## config.mk

```make
export PLATFORM = sky130hd
export DESIGN_NAME = addr_route_dec
export DESIGN_NICKNAME = d
export VERILOG_FILES = /design/src/rtl/addr_route_pkg.sv /design/src/rtl/addr_route_ctl.sv /design/src/rtl/addr_route_dp.sv /design/src/rtl/addr_route_dec.sv
export SDC_FILE = /design/constraint.sdc
export NUM_CORES = 1
export LEC_CHECK = 0
export BUFFER_PORTS_ARGS = -buffer_cell sky130_fd_sc_hd__buf_4
export CELL_PAD_IN_SITES_DETAIL_PLACEMENT = 0
export CELL_PAD_IN_SITES_GLOBAL_PLACEMENT = 1
export CORE_MARGIN = 2
export CORE_UTILIZATION = 39
export DETAILED_ROUTE_END_ITERATION = 8
export GPL_ROUTABILITY_DRIVEN = 0
export GPL_TIMING_DRIVEN = 1
export PLACE_DENSITY_LB_ADDON = 0.2
export SLEW_MARGIN = 15
export SYNTH_ARGS = -nofsm -noshare
export SYNTH_HDL_FRONTEND = slang
export SYNTH_HIERARCHICAL = 1
export SYNTH_SLANG_ARGS = --single-unit
```

## constraint.sdc

```tcl
create_clock -name clk -period 5.9 [get_ports clk]
set_input_delay 0.295 -clock clk [delete_from_list [all_inputs] [get_ports clk]]
set_output_delay 0.295 -clock clk [all_outputs]
set_load 0.02 [all_outputs]
```

## src/rtl/addr_route_pkg.sv

```systemverilog
package addr_route_pkg;
  localparam int ADDR_W  = 32;
  localparam int ROUTE_N = 6;

  // one-hot route bit positions
  localparam int RT_DRAM  = 0;
  localparam int RT_SMM   = 1;
  localparam int RT_PCI   = 2;
  localparam int RT_APIC  = 3;
  localparam int RT_FW    = 4;
  localparam int RT_ABORT = 5;

  // strobes and settings handed from control to datapath
  typedef struct packed {
    logic              capture;
    logic              smm;
    logic [ADDR_W-1:0] addr;
    logic              smmEn;
    logic [1:0]        sizeCode;
    logic [ADDR_W-1:0] tolm;
    logic [ADDR_W-1:0] tsegTop;
  } ctlToDp_t;
endpackage

```

## src/rtl/addr_route_ctl.sv

```systemverilog
module addr_route_ctl
  import addr_route_pkg::*;
#(
  parameter logic [ADDR_W-1:0] TOLM_RESET = 32'h8000_0000,
  parameter int                ALIGN_BITS = 19
) (
  input  logic              clk,
  input  logic              rst_n,
  input  logic              reqValid,
  input  logic [ADDR_W-1:0] reqAddr,
  input  logic              reqSmm,
  input  logic              cfgWe,
  input  logic [1:0]        cfgSel,
  input  logic [ADDR_W-1:0] cfgData,
  output ctlToDp_t          strobe
);
  localparam logic [ADDR_W-1:0] ALIGN_MASK = ~((ADDR_W'(1) << ALIGN_BITS) - ADDR_W'(1));

  logic [ADDR_W-1:0] tolmReg;
  logic [ADDR_W-1:0] tsegTopReg;
  logic [1:0]        sizeReg;
  logic              smmEnReg;

  always_ff @(posedge clk) begin
    if (!rst_n) begin
      tolmReg    <= TOLM_RESET & ALIGN_MASK;
      tsegTopReg <= TOLM_RESET & ALIGN_MASK;
      sizeReg    <= 2'b00;
      smmEnReg   <= 1'b0;
    end else if (cfgWe) begin
      case (cfgSel)
        2'd0: tolmReg    <= cfgData & ALIGN_MASK;
        2'd1: tsegTopReg <= cfgData & ALIGN_MASK;
        2'd2: begin
          sizeReg  <= cfgData[1:0];
          smmEnReg <= cfgData[2];
        end
        default: ;
      endcase
    end
  end

  always_comb begin
    strobe.capture  = reqValid;
    strobe.smm      = reqSmm;
    strobe.addr     = reqAddr;
    strobe.smmEn    = smmEnReg;
    strobe.sizeCode = sizeReg;
    strobe.tolm     = tolmReg;
    strobe.tsegTop  = tsegTopReg;
  end

  // window top changes only on a write that selects it
  p_top_hold_r12: assert property (@(posedge clk) disable iff (!rst_n)
    !(cfgWe && cfgSel == 2'd1) |=> $stable(tsegTopReg));

  // stored tops keep 512 KB alignment
  p_align_r11: assert property (@(posedge clk) disable iff (!rst_n)
    cfgWe |=> ((tolmReg | tsegTopReg) & ~ALIGN_MASK) == '0);
endmodule

```

## src/rtl/addr_route_dp.sv

```systemverilog
module addr_route_dp
  import addr_route_pkg::*;
#(
  parameter int                MIN_SHIFT  = 19,
  parameter logic [ADDR_W-1:0] APIC0_LO   = 32'hFEC0_0000,
  parameter logic [ADDR_W-1:0] APIC0_HI   = 32'hFEC8_FFFF,
  parameter logic [ADDR_W-1:0] APIC1_LO   = 32'hFEE0_0000,
  parameter logic [ADDR_W-1:0] APIC1_HI   = 32'hFEEF_FFFF,
  parameter logic [ADDR_W-1:0] FW_BASE    = 32'hFF00_0000
) (
  input  logic               clk,
  input  logic               rst_n,
  input  ctlToDp_t           strobe,
  output logic               routeValid,
  output logic [ROUTE_N-1:0] route,
  output logic               masterAbort
);
  logic [ADDR_W:0]      sizeBytes;
  logic [ADDR_W:0]      baseWide;
  logic [ADDR_W-1:0]    tsegBase;
  logic                 inApic, inFw, inTseg, inLow;
  logic [ROUTE_N-1:0]   nextRoute;

  always_comb begin
    sizeBytes = (ADDR_W+1)'(1) << (MIN_SHIFT + int'(strobe.sizeCode));
    baseWide  = {1'b0, strobe.tsegTop} - sizeBytes;
    tsegBase  = baseWide[ADDR_W] ? '0 : baseWide[ADDR_W-1:0];

    inApic = (strobe.addr >= APIC0_LO && strobe.addr <= APIC0_HI) ||
             (strobe.addr >= APIC1_LO && strobe.addr <= APIC1_HI);
    inFw   = strobe.addr >= FW_BASE;
    inTseg = strobe.smmEn && strobe.addr >= tsegBase && strobe.addr < strobe.tsegTop;
    inLow  = strobe.addr < strobe.tolm;

    nextRoute = '0;
    if (inApic)           nextRoute[RT_APIC]  = 1'b1;
    else if (inFw)        nextRoute[RT_FW]    = 1'b1;
    else if (inTseg) begin
      if (strobe.smm)     nextRoute[RT_SMM]   = 1'b1;
      else                nextRoute[RT_ABORT] = 1'b1;
    end
    else if (inLow)       nextRoute[RT_DRAM]  = 1'b1;
    else                  nextRoute[RT_PCI]   = 1'b1;
  end

  always_ff @(posedge clk) begin
    if (!rst_n) begin
      routeValid  <= 1'b0;
      route       <= '0;
      masterAbort <= 1'b0;
    end else begin
      routeValid <= strobe.capture;
      if (strobe.capture) begin
        route       <= nextRoute;
        masterAbort <= nextRoute[RT_ABORT];
      end else begin
        masterAbort <= 1'b0;
      end
    end
  end

  // a sampled request yields a valid pulse next cycle
  p_latency_r1: assert property (@(posedge clk) disable iff (!rst_n)
    strobe.capture |=> routeValid);
  p_idle_r1: assert property (@(posedge clk) disable iff (!rst_n)
    !strobe.capture |=> !routeValid);
  // exactly one route bit on every decision
  p_onehot_r2: assert property (@(posedge clk) disable iff (!rst_n)
    routeValid |-> $countones(route) == 1);
  // abort only for a non-SMM request while the window is enabled
  p_abort_r6: assert property (@(posedge clk) disable iff (!rst_n)
    masterAbort |-> ($past(strobe.smmEn) && !$past(strobe.smm)));
endmodule

```

## src/rtl/addr_route_dec.sv

```systemverilog
module addr_route_dec
  import addr_route_pkg::*;
#(
  parameter logic [31:0] TOLM_RESET = 32'h8000_0000,
  parameter int          ALIGN_BITS = 19
) (
  input  logic        clk,
  input  logic        rst_n,
  input  logic        reqValid,
  input  logic [31:0] reqAddr,
  input  logic        reqSmm,
  input  logic        cfgWe,
  input  logic [1:0]  cfgSel,
  input  logic [31:0] cfgData,
  output logic        routeValid,
  output logic [5:0]  route,
  output logic        masterAbort
);
  ctlToDp_t strobe;

  addr_route_ctl #(.TOLM_RESET(TOLM_RESET), .ALIGN_BITS(ALIGN_BITS)) u_ctl (
    .clk(clk), .rst_n(rst_n), .reqValid(reqValid), .reqAddr(reqAddr),
    .reqSmm(reqSmm), .cfgWe(cfgWe), .cfgSel(cfgSel), .cfgData(cfgData),
    .strobe(strobe)
  );

  addr_route_dp #(.MIN_SHIFT(ALIGN_BITS)) u_dp (
    .clk(clk), .rst_n(rst_n), .strobe(strobe),
    .routeValid(routeValid), .route(route), .masterAbort(masterAbort)
  );
endmodule

```

==> results by group, run 1 <==
Critical path
  – Critical path's top delay family: compound AO/OA/AOI/OAI gates
  – Largest stage delay, worst path: about 430 ps
  – Maximum fanout along the worst path: 5
  – Ordered cell list for the critical path: or2_2, ha_1, a221o_1, a21o_1, a21oi_2, o21ai_1, nand2b_1, a2111oi_0, nor2_1, ha_1, nand4_2, nor4_2, nand4_1, a2111oi_2, nor4_1, a211oi_4, a32o_2
  – CP max stage cell: a2111oi_0
  – Crit Path Category: register to register
  – Setup slack, reg-to-reg: roughly 1200 ps
  – CP required: approximately 6100 ps
  – Crit-path most repeated cell: ha_1
  – Crit path DAT: 4900 ps
  – Crit path capture type: register
  – CP Buf/Inv Count: 0
  – Worst r2r dst: u_dp/route[5]
  – CP Launch Type: register
  – R2R Path Start: u_ctl/sizeReg[0]
  – Critical Path Source: u_ctl/sizeReg[0]
  – Cells on worst reg2reg path: 17
  – CP Depth: 17

Placement
  – Placed Area: between 4000 and 5000 µm²
  – I/O Buffers: 62
  – Placed Cells: 772
  – Post-detail-place hpwl: between 8000 and 9000 µm
  – Dpl ws: around 1300 ps

Floorplanning
  – Std cell rows: 40
  – Die Span X: ~110 µm
  – Die height: 114.7 µm
  – Core area: between 10000 and 15000 µm²
  – Die area: ~13000 µm²
  – Top Ports: between 70 and 80
  – Starting Density: 0.3981

Global route
  – Antenna violations before repair: 0
  – First-pass GRT wire length: approximately 18000 µm
  – Largest net degree at the start of global routing: 50
  – Vias in the first global route: slightly below 4000
  – Global router's overall resource usage: 0.1685
  – Grt total ovfl: 0

Timing
  – Final Max Tran Viols: 0
  – Fmax: 0.2142 GHz
  – Setup TNS: 0 ps
  – Post-route clock period utilization: 0.7911
  – Setup violators final: 0
  – Final Hold Fails: 0
  – Period minus WS final: between 4000 and 5000 ps
  – Max_slew headroom: 0.3740
  – Worst-Margin Slew: between 900 and 1000 ps
  – Hold Slack: 257.6 ps
  – Setup Skew: a little under 8 ps
  – RSZ-0062 raised after global routing: no
  – Worst setup margin: 1232 ps

Clock network
  – H-tree depth: 2
  – Clk Latency, worst-skew pair: 290 ps
  – Number of buffers created by CTS: 5
  – Resize count post-CTS: 0
  – Root Driver: clkbuf_16
  – Count of hold-fix buffers inserted at cts: 0
  – Max Buffers Root-to-Sink: 2
  – Clock slew at reported path FFs: ~60 ps
  – CTS tree: done
  – # clock sinks: 37
  – Post-CTS Setup Bufs: 0

Power
  – Combinational group share of total power: 0.345
  – Sw Pwr: ~0.29 mW
  – VDD IR max: between 0.15 and 0.2 mV
  – Internal Power: 0.5959 mW
  – Total power: 0.8827 mW
  – Clock power share: 0.354
  – Leakage power: 2.420 nW
  – PwrDens: around 170 nW/µm²
  – Switching Share: 0.3249
  – Seq pwr share: 0.301

Finish
  – FF+latch area: between 700 and 800 µm²
  – Commonest non-fill, non-tap cells in the layout: ha_1 (101), nand2_1 (92), inv_1 (67)
  – Synth-to-layout area growth: 7.535%
  – Finished Cell Area: between 5000 and 6000 µm²
  – Most common cell after layout, fill and taps aside: ha_1
  – Fill count: 1264
  – Antenna cells: 0
  – Final Util: 0.4281
  – Layout cells sized above 1: 0.1311
  – Final net count: about 800
  – Multi-input gate area: between 3000 and 4000 µm²
  – Post-Layout Cell Count: between 700 and 800

Worst hold path
  – Tightest Hold Check Type: input port to register
  – Hold path endpoint: u_dp/route[1]
  – Hold Path Origin: reqSmm
  – Worst hold path depth: 2

Route
  – WL/cell: 13.56 µm
  – Antenna-violating nets left: 0
  – 1st-iter DRT viols: 100
  – Vias/cell: roughly 4.9
  – Via Count: 3829
  – WL final: around 11000 µm
  – Remaining DRCs: 0
  – Drt first pass iters: 4

Flow run
  – Max Cap Viol: 0

Yosys
  – Post-synthesis sequential area ratio: 0.1549
  – Synthesized area: ~4800 µm²
  – Synth area leader: ha_1
  – Mean Syn Cell Area: between 7 and 8 µm²
  – FF+latch count, synth: 37
  – EDFF count, synth: 0
  – Top_reg_cell synth: dfxtp_1
  – Largest cells by area after synthesis: ha_1 (26%), dfxtp_1 (15%), buf_4 (11%)
  – Cell variety after synth: 54
  – Synth async-reset ratio: 0
  – Gate Count Post-Synth: about 610
  – Warnings, synthesis: 6
  – Area fraction of the dominant cell type after synthesis: 0.2643

Status
  – Outcome: completed
[worst max-delay path by stage]
stage                          to  slack [ps]
floorplan           u_dp/route[1]        1700
global placement    u_dp/route[1]        1330
detailed placement  u_dp/route[5]        1250
CTS                 u_dp/route[5]        1230
global route        u_dp/route[5]         970
finish              u_dp/route[5]        1230
[routing by layer]
layer	vias up	part of all wire	global-route usage
li1	2047	-	-
met1	1720	0.45	0.1999
met2	48	0.50	0.3156
met3	14	0.024	0.02003
met4	0	0.019	0.05301
met5	-	0	0
[Yosys cell counts (3+ instances only)]
| library cell | count |
|---|---|
| nand2_1 | 92 |
| xnor2_1 | 4 |
| nand3_1 | 13 |
| nor3_1 | 8 |
| a21oi_1 | 35 |
| ha_1 | 101 |
| o21a_1 | 4 |
| nand2b_1 | 12 |
| mux2i_1 | 31 |
| a2111oi_0 | 4 |
| dfxtp_1 | 37 |
| nand4b_1 | 3 |
| o21ai_0 | 10 |
| nor2b_1 | 6 |
| buf_2 | 5 |
| o21ai_1 | 7 |
| a21o_1 | 8 |
| a21boi_0 | 3 |
| nand4_1 | 13 |
| o31ai_1 | 3 |
| a211oi_1 | 6 |
| a221oi_1 | 3 |
| nor2_1 | 15 |
| inv_1 | 67 |
| buf_4 | 73 |
| nor4_1 | 4 |
| clkbuf_1 | 3 |
| o211ai_1 | 3 |
[logic make-up after synthesis]
group,after synthesis,synth area share
and+or+nand+nor,181,0.1855
buffers and inverters,150,0.1803
adders and majority gates,101,0.2643
AOI/OAI and AO/OA,100,0.1395
DFF,37,0.1549
muxes,31,0.06489
xor gates and xnor gates,5,0.009157
other,2,0.001570
[sequential cells by signal, indices dropped and copies added, names as in the netlist]
register          flops
u_ctl/sizeReg         2
u_dp/route            6
u_dp/masterAbort      1
u_ctl/tolmReg        13
u_ctl/tsegTopReg     13
u_dp/routeValid       1
u_ctl/smmEnReg        1
[cell type report]
type	count	share of cell area
Clock buffer	5	0.02433
Clock inverter	3	0.009002
Inverter	67	0.04891
Multi-Input combinational cell	458	0.6460
Sequential cell	37	0.1440
Tap cell	147	0.03577
Timing Repair Buffer	63	0.09197
[power by group through the flow]
stage	Combinational (mW)	Clock (mW)	Sequential, mW
floorplan	0.250	0	0.271
CTS	0.306	0.320	0.266
global placement	0.296	0	0.271
detailed placement	0.304	0	0.271
global route	0.353	0.332	0.267
finish	0.305	0.313	0.265
[worst register-to-register path, cell delays in order (launching register included)]
cell and delay [ps]:
dfxtp_1 330, or2_2 320, ha_1 320, a221o_1 390
a21o_1 200, a21oi_2 170, o21ai_1 130, nand2b_1 230
a2111oi_0 430, nor2_1 140, ha_1 350, nand4_2 100
nor4_2 290, nand4_1 180, a2111oi_2 350, nor4_1 130
a211oi_4 320, a32o_2 220
Note: power is estimated with default switching activity, not from simulation.
==> inputs of run 2 (changes only) <==
- clock period: 5.9 -> 4.8 ns (I/O delays scaled with it)
==> run 2 against run 1 <==
Effect of this change: flip-flop and latch count did not move; non-clock buffer count rose by 2; routed wire length rose by 0.21%; global-route usage fell by 0.086 points; register-to-register slack got worse by 900 ps; critical endpoint is now u_dp/route[1]; largest power group unchanged.
==> results by group, run 2 (synthesis gave the netlist of run 1 again) <==
Global route
  – Grt total ovfl: 0 (unchanged)
  – Largest net degree at the start of global routing: 50 (unchanged)
  – Vias in the first global route: 3736 (was 3907)
  – Global router's overall resource usage: 0.1676 (was 0.1685)
  – Antenna violations before repair: 0 (unchanged)
  – First-pass GRT wire length: 17660 µm (was 17760 µm)

Floorplanning
  – Starting Density: 0.3981 (unchanged)
  – Die Span X: 114.7 µm (unchanged)
  – Die area: 13160 µm² (unchanged)
  – Std cell rows: 40 (unchanged)
  – Die height: 114.7 µm (unchanged)
  – Top Ports: 79 (unchanged)
  – Core area: 12010 µm² (unchanged)

Route
  – Vias/cell: 4.876 (was 4.909)
  – Antenna-violating nets left: 0 (unchanged)
  – Remaining DRCs: 0 (unchanged)
  – 1st-iter DRT viols: 85 (was 100)
  – WL final: 10600 µm (was 10580 µm)
  – Drt first pass iters: 4 (unchanged)
  – WL/cell: 13.55 µm (was 13.56 µm)
  – Via Count: 3813 (was 3829)

Critical path
  – Setup slack, reg-to-reg: 330 ps (was 1230 ps)
  – Worst r2r dst: u_dp/route[1] (was u_dp/route[5])
  – Cells on worst reg2reg path: 17 (unchanged)
  – Crit path DAT: 4700 ps (was 4900 ps)
  – R2R Path Start: u_ctl/sizeReg[0] (unchanged)
  – Crit path capture type: register (unchanged)
  – Crit Path Category: register to register (unchanged)
  – CP required: 5030 ps (was 6140 ps)
  – Maximum fanout along the worst path: 5 (unchanged)
  – CP Launch Type: register (unchanged)

Clock network
  – H-tree depth: 2 (unchanged)
  – Post-CTS Setup Bufs: 0 (unchanged)
  – CTS tree: done (unchanged)
  – Clock slew at reported path FFs: 60 ps (about the same)
  – Number of buffers created by CTS: 5 (unchanged)
  – Root Driver: clkbuf_16 (unchanged)
  – # clock sinks: 37 (unchanged)
  – Max Buffers Root-to-Sink: 2 (unchanged)
  – Clk Latency, worst-skew pair: 280 ps (was 290 ps)

Finish
  – Largest regs: u_ctl/tolmReg (13), u_ctl/tsegTopReg (13), u_dp/route (6) (unchanged)
  – Layout cells sized above 1: 0.1386 (was 0.1311)
  – Synth-to-layout area growth: 8.556% (was 7.535%)
  – Most common cell after layout, fill and taps aside: ha_1 (unchanged)
  – Final net count: 806 (was 804)
  – Commonest non-fill, non-tap cells in the layout: ha_1 (101), nand2_1 (92), inv_1 (67) (unchanged)
  – Antenna cells: 0 (unchanged)

Worst hold path
  – Hold Path Origin: reqSmm (unchanged)
  – Hold path endpoint: u_dp/route[1] (unchanged)
  – Worst hold path depth: 2 (unchanged)
  – Tightest Hold Check Type: input port to register (unchanged)

Timing
  – Final Max Tran Viols: 0 (unchanged)
  – Fmax: 0.2237 GHz (was 0.2142 GHz)
  – Setup TNS: 0 ps (unchanged)
  – Worst setup margin: 329.9 ps (was 1232 ps)
  – Final Hold Fails: 0 (unchanged)
  – Max_slew headroom: 0.4064 (was 0.3740)
  – Worst-Margin Slew: 889.4 ps (was 930.4 ps)
  – Setup violators final: 0 (unchanged)
  – Post-route clock period utilization: 0.9313 (was 0.7911)
  – Period minus WS final: 4470 ps (was 4668 ps)
  – Setup Skew: 4.552 ps (was 7.819 ps)
  – RSZ-0062 raised after global routing: no (unchanged)

Power
  – PwrDens: 209.9 nW/µm² (was 171.6 nW/µm²)
  – VDD IR max: 0.2040 mV (was 0.1583 mV)
  – Total power: 1.090 mW (was 0.8827 mW)
  – Leakage power: 2.447 nW (was 2.420 nW)

Placement
  – Dpl ws: 185.8 ps (was 1253 ps)
  – I/O Buffers: 62 (unchanged)
  – Post-detail-place hpwl: 8998 µm (was 8954 µm)

Status
  – Outcome: completed (unchanged)

Flow run
  – Max Cap Viol: 0 (unchanged)
[run 2: cell count changes in the layout (fill, tap and decap cells not counted), sizes merged]
cell    before  now
clkinv       1    0
buf         63   65
clkbuf       5    6
[run 2: critical path: stages (launching register included)]
cell and delay [ps]:
dfxtp_1 330, or2_2 320, ha_1 320, a221o_1 390, a21o_1 200, a21oi_2 160, o21ai_1 140, nand2b_4 190
a2111oi_2 370, nor2_1 100, ha_1 340, nand4_2 120, nor4_4 290, nand4_1 170, a2111oi_2 350, nor4_1 130
a211oi_4 270, a32o_2 210
[run 2: how the worst max path moves through the flow]
| stage | start | cells past startpoint | slack [ps] | to |
|---|---|---|---|---|
| 6_report | u_ctl/sizeReg[0] | 17 | 330 | u_dp/route[1] |
| 5_1_grt | u_ctl/sizeReg[0] | 17 | 50 | u_dp/route[1] |
| 4_1_cts | u_ctl/sizeReg[0] | 17 | 160 | u_dp/route[1] |
| 3_5_place_dp | u_ctl/sizeReg[0] | 17 | 190 | u_dp/route[1] |
| 3_3_place_gp | u_ctl/sizeReg[0] | 17 | 280 | u_dp/route[1] |
| 2_1_floorplan | u_ctl/sizeReg[0] | 17 | 600 | u_dp/route[1] |
[run 2: per-stage QoR]
step	instances	instance area (µm²)	hold WS (ps)	util
after CTS	782	5162	211.3	0.4298
after detailed placement	774	4986	452.1	0.4151
after global placement	774	4986	447.7	0.4151
after floorplan	645	4925	382.1	-
after global routing	782	5191	218.8	0.4322
final	782	5191	212.3	0.4322
[run 2: cell type report]
class / count / area, µm²
tap: 147 / 183.9
clock buffer: 6 / 138.9
fill: 1262 / 6820
timing repair buffer: 65 / 488.0
clock inverter: 2 / 37.54
sequential: 37 / 740.7
multi-input combinational: 458 / 3351
inverter: 67 / 251.5
[run 2: what timing repair did]
action                     CTS  global route
setup endpoints to repair    0             5
resized for setup            0             6
hold buffers                 0             0
[run 2: per-layer routing]
metal	track usage	wire, µm	vias to the layer above
met4	0.04578	164	0
met1	0.2045	4899	1713
met5	0	0	-
li1	-	-	2049
met2	0.3085	5324	43
met3	0.02267	211	8
[run 2: power breakdown]
group / internal [mW] / leakage (nW) / switching, mW
combinational: 0.172 / 2.06 / 0.207
sequential: 0.318 / 0.301 / 0.00911
clock: 0.259 / 0.0831 / 0.125
total: 0.749 / 2.45 / 0.341
==> inputs of run 3 (changes only) <==
- SETUP_SLACK_MARGIN: default -> 0.5
- clock period: 4.8 -> 4.5 ns (I/O delays scaled with it)
==> run 3 against run 2 <==
Effect of this change: die area unchanged; critical path depth grew 5; first-iteration DRC count is 51% higher; setup slack improved by 96 ps; routed wire length up 4.4%; cell count up 2.3%; flip-flop and latch count unchanged; fmax rose by 9.7%; critical path type unchanged.
==> results by group, run 3 (synthesis gave the netlist of run 1 again) <==
Status
  – Outcome: completed (unchanged)

Clock network
  – Clock slew at reported path FFs: 60 ps (about the same)
  – H-tree depth: 2 (unchanged)
  – CTS tree: done (unchanged)
  – Root Driver: clkbuf_16 (unchanged)
  – Clk Latency, worst-skew pair: 280 ps (about the same)
  – # clock sinks: 37 (unchanged)
  – Number of buffers created by CTS: 5 (unchanged)
  – Count of hold-fix buffers inserted at cts: 0 (unchanged)
  – Max Buffers Root-to-Sink: 2 (unchanged)

Finish
  – FF+latch area: 743.2 µm² (was 740.7 µm²)
  – Commonest non-fill, non-tap cells in the layout: ha_1 (99), nand2_1 (91), buf_4 (79) (was ha_1 (101), nand2_1 (92), inv_1 (67))
  – Synth-to-layout area growth: 14.13% (was 8.556%)
  – Fill count: 1222 (was 1262)
  – Final Util: 0.4544 (was 0.4322)
  – Most common cell after layout, fill and taps aside: ha_1 (unchanged)
  – Antenna cells: 0 (unchanged)
  – Multi-input gate area: 3473 µm² (was 3351 µm²)
  – Layout cells sized above 1: 0.1807 (was 0.1386)
  – Largest regs: u_ctl/tolmReg (13), u_ctl/tsegTopReg (13), u_dp/route (6) (unchanged)
  – Final net count: 824 (was 806)

Floorplanning
  – Core area: 12010 µm² (unchanged)
  – Starting Density: 0.3981 (unchanged)
  – Die Span X: 114.7 µm (unchanged)
  – Top Ports: 79 (unchanged)
  – Die area: 13160 µm² (unchanged)
  – Std cell rows: 40 (unchanged)
  – Die height: 114.7 µm (unchanged)

Route
  – Antenna-violating nets left: 0 (unchanged)
  – Via Count: 3973 (was 3813)
  – WL/cell: 13.83 µm (was 13.55 µm)
  – 1st-iter DRT viols: 128 (was 85)
  – WL final: 11070 µm (was 10600 µm)
  – Vias/cell: 4.966 (was 4.876)
  – Remaining DRCs: 0 (unchanged)
  – Drt first pass iters: 4 (unchanged)

Timing
  – Final Hold Fails: 0 (unchanged)
  – RSZ-0062 raised after global routing: yes (was no)
  – Worst-Margin Slew: 917.2 ps (was 889.4 ps)
  – Setup Skew: 1.342 ps (was 4.552 ps)
  – Post-route clock period utilization: 0.9053 (was 0.9313)
  – Fmax: 0.2455 GHz (was 0.2237 GHz)
  – Final Max Tran Viols: 0 (unchanged)
  – Setup violators final: 0 (unchanged)
  – Setup TNS: 0 ps (unchanged)
  – Max_slew headroom: 0.3879 (was 0.4064)
  – Period minus WS final: 4074 ps (was 4470 ps)

Global route
  – Global router's overall resource usage: 0.1694 (was 0.1676)
  – First-pass GRT wire length: 17820 µm (was 17660 µm)
  – Vias in the first global route: 3786 (was 3736)
  – Grt total ovfl: 0 (unchanged)
  – Largest net degree at the start of global routing: 50 (unchanged)
  – Antenna violations before repair: 0 (unchanged)

Critical path
  – CP required: 4720 ps (was 5030 ps)
  – CP Buf/Inv Count: 7 (was 0)
  – Crit path capture type: register (unchanged)
  – Crit-path most repeated cell: buf_4
  – Ordered cell list for the critical path: or2_4, ha_4, a221o_1, a21o_1, a21oi_2, buf_4, buf_4, buf_4, buf_6, buf_6, buf_6, xnor2_2, nand2_1, ha_1, nand2_2, nor4_4, nand4_1, buf_4, a2111oi_4, nor4_2, a211oi_4, a32o_2 (was or2_2, ha_1, a221o_1, a21o_1, a21oi_2, o21ai_1, nand2b_4, a2111oi_2, nor2_1, ha_1, nand4_2, nor4_4, nand4_1, a2111oi_2, nor4_1, a211oi_4, a32o_2)
  – Crit Path Category: register to register (unchanged)
  – Largest stage delay, worst path: 360 ps (was 390 ps)
  – Maximum fanout along the worst path: 5 (unchanged)
  – Crit path DAT: 4300 ps (was 4700 ps)
  – CP Launch Type: register (unchanged)
  – CP max stage cell: a221o_1 (unchanged)
  – Critical path's top delay family: compound AO/OA/AOI/OAI gates (unchanged)

Placement
  – I/O Buffers: 62 (unchanged)
  – Post-detail-place hpwl: 9034 µm (was 8998 µm)

Power
  – VDD IR max: 0.1241 mV (was 0.2040 mV)
  – Leakage power: 2.552 nW (was 2.447 nW)
  – Total power: 1.222 mW (was 1.090 mW)
  – PwrDens: 223.9 nW/µm² (was 209.9 nW/µm²)

Flow run
  – Max Cap Viol: 0 (unchanged)

Worst hold path
  – Tightest Hold Check Type: input port to register (unchanged)
[run 3: worst reg2reg max path, delay by kind of cell, from the launching register on]
| kind | cells | cell delay (ps) |
|---|---|---|
| buffers and inverters | 7 | 720 |
| XOR/XNOR | 1 | 100 |
| AO/OA/AOI/OAI | 6 | 1390 |
| adder cells (fa/ha/maj) | 2 | 540 |
| flip-flops | 1 | 340 |
| AND/OR/NAND/NOR | 6 | 910 |
[run 3: metal layers]
layer | wire [µm] | vias up | track usage
met5 | 0 | - | 0
met4 | 199 | 0 | 0.05382
met3 | 221 | 11 | 0.01371
met2 | 5916 | 45 | 0.3258
met1 | 4728 | 1821 | 0.1978
li1 | - | 2096 | -
[run 3: power breakdown]
part / switching [mW] / internal (mW) / total, mW / leakage (nW)
clock: 0.135 / 0.262 / 0.398 / 0.0810
sequential: 0.0104 / 0.339 / 0.350 / 0.302
combinational: 0.248 / 0.227 / 0.475 / 2.17
total: 0.394 / 0.828 / 1.22 / 2.55
[run 3: area by class of cell]
cell class	count	share of cell area
timing repair buffer	83	0.1169
tap	147	0.03370
clock inverter	2	0.007107
multi-input combinational	458	0.6364
clock buffer	6	0.02361
inverter	67	0.04608
sequential	37	0.1362
[run 3: worst paths after layout]
check              startpoint            end  slack (ps)  cells after the start
max          u_ctl/sizeReg[1]  u_dp/route[1]         430                     22
min reg2reg     u_dp/route[0]  u_dp/route[0]         450                      2
max reg2reg  u_ctl/sizeReg[1]  u_dp/route[1]         430                     22
min                    reqSmm  u_dp/route[1]         200                      2
[run 3: per-stage QoR]
stage          std cells  hold slack [ps]  instance area, µm²  setup slack, ps
2_1_floorplan        645            367.1                4945            545.0
3_3_place_gp         773            441.5                4999            144.1
3_5_place_dp         773            449.3                4999            72.61
4_1_cts              794            202.1                5370            420.9
5_1_grt              800            207.0                5458            174.3
6_report             800            198.4                5458            426.3
[run 3: repair_timing]
action                     4_1_cts  5_1_grt
resized for setup               16        9
buffers inserted                13        6
hold endpoints to repair         0        0
setup endpoints to repair        5        5
pin swaps                       15       24
